===== config.mk =====
export PLATFORM = sky130hd
export DESIGN_NAME = nego_status_reg
export DESIGN_NICKNAME = d
export VERILOG_FILES = /design/src/rtl/nego_status_pkg.sv /design/src/rtl/nego_hist_track.sv /design/src/rtl/nego_loss_latch.sv /design/src/rtl/nego_word_pack.sv /design/src/rtl/nego_status_reg.sv
export SDC_FILE = /design/constraint.sdc
export NUM_CORES = 1
export LEC_CHECK = 0
export BUFFER_PORTS_ARGS = -buffer_cell sky130_fd_sc_hd__buf_4
export CORE_AREA = 2 2 39 41
export CTS_CLUSTER_DIAMETER = 120
export DETAILED_ROUTE_END_ITERATION = 10
export DIE_AREA = 0 0 41 43
export GPL_ROUTABILITY_DRIVEN = 0
export GPL_TIMING_DRIVEN = 0
export PLACE_DENSITY = 0.63
export SYNTH_ARGS = -nofsm -noshare
export SYNTH_HDL_FRONTEND = slang
export SYNTH_SLANG_ARGS = --single-unit

===== constraint.sdc =====
create_clock -name clk -period 2.6 [get_ports clk]
set_input_delay 0.26 -clock clk [delete_from_list [all_inputs] [get_ports clk]]
set_output_delay 0.26 -clock clk [all_outputs]
set_load 0.005 [all_outputs]

===== src/rtl/nego_status_pkg.sv =====
package nego_status_pkg;

    // Negotiation state codes as seen on state_code
    typedef enum logic [3:0] {
        NEG_IDLE      = 4'd0,
        NEG_PAR_DET   = 4'd1,
        NEG_PAR_FAIL  = 4'd2,
        NEG_ABIL_MATCH= 4'd3,
        NEG_ACK_FAIL  = 4'd4,
        NEG_ACK_MATCH = 4'd5,
        NEG_CONS_FAIL = 4'd6,
        NEG_CONS_MATCH= 4'd7,
        NEG_DONE      = 4'd8
    } neg_state_e;

    // Per-clock action of the history tracker
    typedef enum logic [1:0] {
        ACT_HOLD   = 2'd0,
        ACT_RAISE  = 2'd1,
        ACT_RELOAD = 2'd2,
        ACT_CLEAR  = 2'd3
    } hist_act_e;

    // Loss latch states
    typedef enum logic {
        SIG_CLEAR   = 1'b0,
        SIG_LATCHED = 1'b1
    } loss_state_e;

endpackage


===== src/rtl/nego_hist_track.sv =====
module nego_hist_track
    import nego_status_pkg::*;
#(
    parameter int CODE_W = 4
) (
    input  logic              clk,
    input  logic              rst_n,
    input  logic              neg_en,
    input  logic [CODE_W-1:0] state_code,
    input  logic              rd_stb,
    output logic [CODE_W-1:0] hist
);

    hist_act_e         act;
    logic [CODE_W-1:0] hist_q;
    logic [CODE_W-1:0] hist_d;

    // Decision: priority disable > read > raise > hold
    always_comb begin
        if (!neg_en)
            act = ACT_CLEAR;
        else if (rd_stb)
            act = ACT_RELOAD;
        else if (state_code > hist_q)
            act = ACT_RAISE;
        else
            act = ACT_HOLD;
    end

    always_comb begin
        unique case (act)
            ACT_CLEAR:  hist_d = '0;
            ACT_RELOAD: hist_d = state_code;
            ACT_RAISE:  hist_d = state_code;
            ACT_HOLD:   hist_d = hist_q;
            default:    hist_d = hist_q;
        endcase
    end

    always_ff @(posedge clk or negedge rst_n) begin
        if (!rst_n)
            hist_q <= '0;
        else
            hist_q <= hist_d;
    end

    assign hist = hist_q;

endmodule


===== src/rtl/nego_loss_latch.sv =====
module nego_loss_latch
    import nego_status_pkg::*;
(
    input  logic clk,
    input  logic rst_n,
    input  logic rx_sig_ok,
    input  logic mode_100m,
    input  logic rd_stb,
    output logic lost
);

    loss_state_e state_q;
    loss_state_e state_d;
    logic        loss_now;

    // Loss only has meaning in 100 Mb/s mode
    assign loss_now = mode_100m && !rx_sig_ok;

    always_ff @(posedge clk or negedge rst_n) begin
        if (!rst_n)
            state_q <= SIG_CLEAR;
        else
            state_q <= state_d;
    end

    always_comb begin
        state_d = state_q;
        unique case (state_q)
            SIG_CLEAR:   if (loss_now) state_d = SIG_LATCHED;
            SIG_LATCHED: if (rd_stb && !loss_now) state_d = SIG_CLEAR;
            default:     state_d = SIG_CLEAR;
        endcase
    end

    always_comb begin
        unique case (state_q)
            SIG_LATCHED: lost = 1'b1;
            default:     lost = 1'b0;
        endcase
    end

endmodule


===== src/rtl/nego_word_pack.sv =====
module nego_word_pack #(
    parameter int CODE_W   = 4,
    parameter int REG_W    = 16,
    parameter int CPL_BIT  = 4,
    parameter int LOW_LSB  = 11,
    parameter int LOST_BIT = 10
) (
    input  logic [CODE_W-1:0] hist,
    input  logic              lost,
    output logic [REG_W-1:0]  word
);

    localparam int LOW_W = CODE_W - 1;

    always_comb begin
        word                     = '0;
        word[CPL_BIT]            = hist[CODE_W-1];
        word[LOW_LSB +: LOW_W]   = hist[LOW_W-1:0];
        word[LOST_BIT]           = lost;
    end

endmodule


===== src/rtl/nego_status_reg.sv =====
module nego_status_reg #(
    parameter int CODE_W   = 4,
    parameter int REG_W    = 16,
    parameter int CPL_BIT  = 4,
    parameter int LOW_LSB  = 11,
    parameter int LOST_BIT = 10
) (
    input  logic              clk,
    input  logic              rst_n,
    input  logic              neg_en,
    input  logic [CODE_W-1:0] state_code,
    input  logic              rx_sig_ok,
    input  logic              mode_100m,
    input  logic              rd_stb,
    output logic [REG_W-1:0]  reg_word
);

    logic [CODE_W-1:0] hist;
    logic              lost;

    nego_hist_track #(.CODE_W(CODE_W)) hist_i (
        .clk        (clk),
        .rst_n      (rst_n),
        .neg_en     (neg_en),
        .state_code (state_code),
        .rd_stb     (rd_stb),
        .hist       (hist)
    );

    nego_loss_latch loss_i (
        .clk       (clk),
        .rst_n     (rst_n),
        .rx_sig_ok (rx_sig_ok),
        .mode_100m (mode_100m),
        .rd_stb    (rd_stb),
        .lost      (lost)
    );

    nego_word_pack #(
        .CODE_W   (CODE_W),
        .REG_W    (REG_W),
        .CPL_BIT  (CPL_BIT),
        .LOW_LSB  (LOW_LSB),
        .LOST_BIT (LOST_BIT)
    ) pack_i (
        .hist (hist),
        .lost (lost),
        .word (reg_word)
    );

endmodule


==> run metrics <==
post-synthesis cell count=around 50; DR vias/cell=around 3.7; Mean Syn Cell Area=between 8 and 9 sq um; WS Path Type=reg -> reg; CP max stage delay=between 0.3 and 0.4 ns; reg2reg path depth=8; CTS tree=yes; layout cells sized above 1=between 30% and 40%; clock sinks=5; placed wire-length estimate=between 600 and 700 um; Seq cells post-synth=5; DR DRC count=0; chip width=~40 um; CTS max path bufs=2; min-delay src=rx_sig_ok; Avg WL per Cell=roughly 7.6 um; Worst Skew=0.000819 ns; static leakage=~0.34 nW; Final Max Tran Viols=0; FILL cells=around 150; initial DRC count=1; initial antenna violation count=0; max_cap viols=0; row count=14; Core ar.=1380 sq um; Tmin final=1.83 ns; Distinct cells, synth=13; Worst Setup SP=hist_i.hist[3]$_DFFE_PN0P_; final cycle utilization of the critical path=a little over two thirds; Final setup viols=0; Final #Nets=94; CTS Buf Count=3; post-synthesis sequential area ratio=between 30% and 40%; worst r2r src=hist_i.hist[3]$_DFFE_PN0P_; RSZ-0062 raised after global routing=false; final core utilization=between 40% and 50%; largest net degree at the start of global routing=9; GRT Total Usage=a little under a tenth; Worst-path clk slew=~0.04 ns; crit-path most repeated cell=ha_1; post-cts sizing count=0; peak supply drop=0.213 mV; critical path fanouts, max=4; area delta synth->final=48.6%; overall die area=1760 sq um; Worst Path Required=2.75 ns; worst hold slack=around 0.22 ns; slowest CP cell=dfrtp_1; CP Capture Type=register; power per cell area=460 nW/um^2; mapped cell area=approximately 410 sq um; Clock Latency Late Sink=0.23 ns; I/O Buffers=14; ANT cells=0; YS warnings=0; first-pass GRT wire length=1.11 mm; CTS root buf=clkbuf_4; Pre-Repair DR Iteration Count=2; status=finished clean; R2R Path End=hist_i.hist[0]$_DFFE_PN0P_; setup TNS=0 ns; DR vias=351; R2R Setup Slk=between 0.7 and 0.8 ns; htree depth=1; CP arrival=between 1.5 and 2 ns; io pins=26; Final Hold Fails=0; maximum clock frequency=between 500 and 600 MHz; Total Wirelength=718 um; hold buffer count at cts=1; DRT antenna net count=0; postcts setup bufs=0; Die H=around 43 um; number of global-route vias before repair=between 300 and 400; Startpoint Class=register; min-delay worst type=in -> reg; CP endpoint=hist_i.hist[0]$_DFFE_PN0P_; remaining global-route overflow=0; initial core utilization=between 20 and 30%; worst-path cell chain=inv_1, ha_1, a41oi_1, nor2b_1, a31o_1, ha_1, nand2_1, o21ai_0
==> synth_stat cells <==
| cell type | count | area [sq um] |
|---|---|---|
| a31o_1 | 1 | 8.76 |
| inv_1 | 6 | 22.5 |
| o211ai_1 | 1 | 7.51 |
| dfrtp_1 | 5 | 125 |
| o21ai_0 | 4 | 20.0 |
| a21oi_1 | 1 | 5.00 |
| o22ai_1 | 1 | 6.26 |
| conb_1 | 1 | 3.75 |
| a41oi_1 | 1 | 8.76 |
| ha_1 | 5 | 62.6 |
| nor2b_1 | 3 | 18.8 |
| buf_4 | 12 | 90.1 |
| nand2_1 | 8 | 30.0 |
==> flip-flops by register name, summed over array words and instances, names as in the netlist <==
register	cells
hist_i.hist	4
loss_i.state_q	1
==> per-stage QoR <==
stage / instance area [sq um] / cells / total power [mW] / setup WS, ns
after floorplan: 447 / 59 / 0.154 / 0.912
after global placement: 572 / 89 / 0.192 / 0.799
after detailed placement: 572 / 89 / 0.194 / 0.756
after CTS: 608 / 94 / 0.287 / 0.745
after global routing: 608 / 94 / 0.301 / 0.594
final: 608 / 94 / 0.280 / 0.772
==> worst max-delay path, delay by kind of cell, from the launching register on <==
| kind | cells | cell delay [ns] |
|---|---|---|
| and+or+nand+nor | 2 | 0.12 |
| DFF | 1 | 0.36 |
| AOI/OAI and AO/OA | 3 | 0.55 |
| adders and majority gates | 2 | 0.64 |
| buffers and inverters | 1 | 0.05 |
==> cells by family after synthesis <==
kind of cell | after synthesis | share of synthesized area [%]
flops | 5 | 30.6
buf+inv | 18 | 27.5
simple gates | 11 | 11.9
other cells | 1 | 0.917
compound gates | 9 | 13.8
fa+ha+maj | 5 | 15.3
==> how the worst min path moves through the flow <==
stage                                       endpoint  depth (start not counted)
after global routing        loss_i.state_q$_DFF_PN0_                          2
final                       loss_i.state_q$_DFF_PN0_                          2
after CTS                   loss_i.state_q$_DFF_PN0_                          2
after floorplan           hist_i.hist[0]$_DFFE_PN0P_                          0
after detailed placement  hist_i.hist[3]$_DFFE_PN0P_                          1
after global placement      loss_i.state_q$_DFF_PN0_                          1
==> power breakdown <==
group | switching (mW) | total [mW] | internal (mW)
clock | 0.0283 | 0.0861 | 0.0578
combinational | 0.0408 | 0.0967 | 0.0559
sequential | 0.00809 | 0.0971 | 0.0890
total | 0.0772 | 0.280 | 0.203
==> cells in the final DEF (no fill, tap or decap), drive strengths merged, types with 3 or more instances in the layout <==
cell	instances
nand2	8
inv	6
conb	11
dfrtp	5
o21ai	4
buf	26
ha	5
clkbuf	4
nor2b	3
==> layout make-up <==
class / count / area, sq um / share of cell area [%]
multi-input cells: 36 / 209 / 34.4
plain buffers: 12 / 90.1 / 14.8
inverters: 6 / 22.5 / 3.70
repair buffers: 15 / 115 / 18.9
clock buffers: 4 / 26.3 / 4.32
well taps: 16 / 20.0 / 3.29
flip-flops and latches: 5 / 125 / 20.6
==> routing by layer <==
layer,global-route usage (%),share of wire [%],vias up
met5,0,0,-
met4,6.00,0,0
met3,1.57,9.1,0
met2,14.7,53,12
met1,11.3,37,145
li1,-,-,194
(Power assumes the default switching activity.)
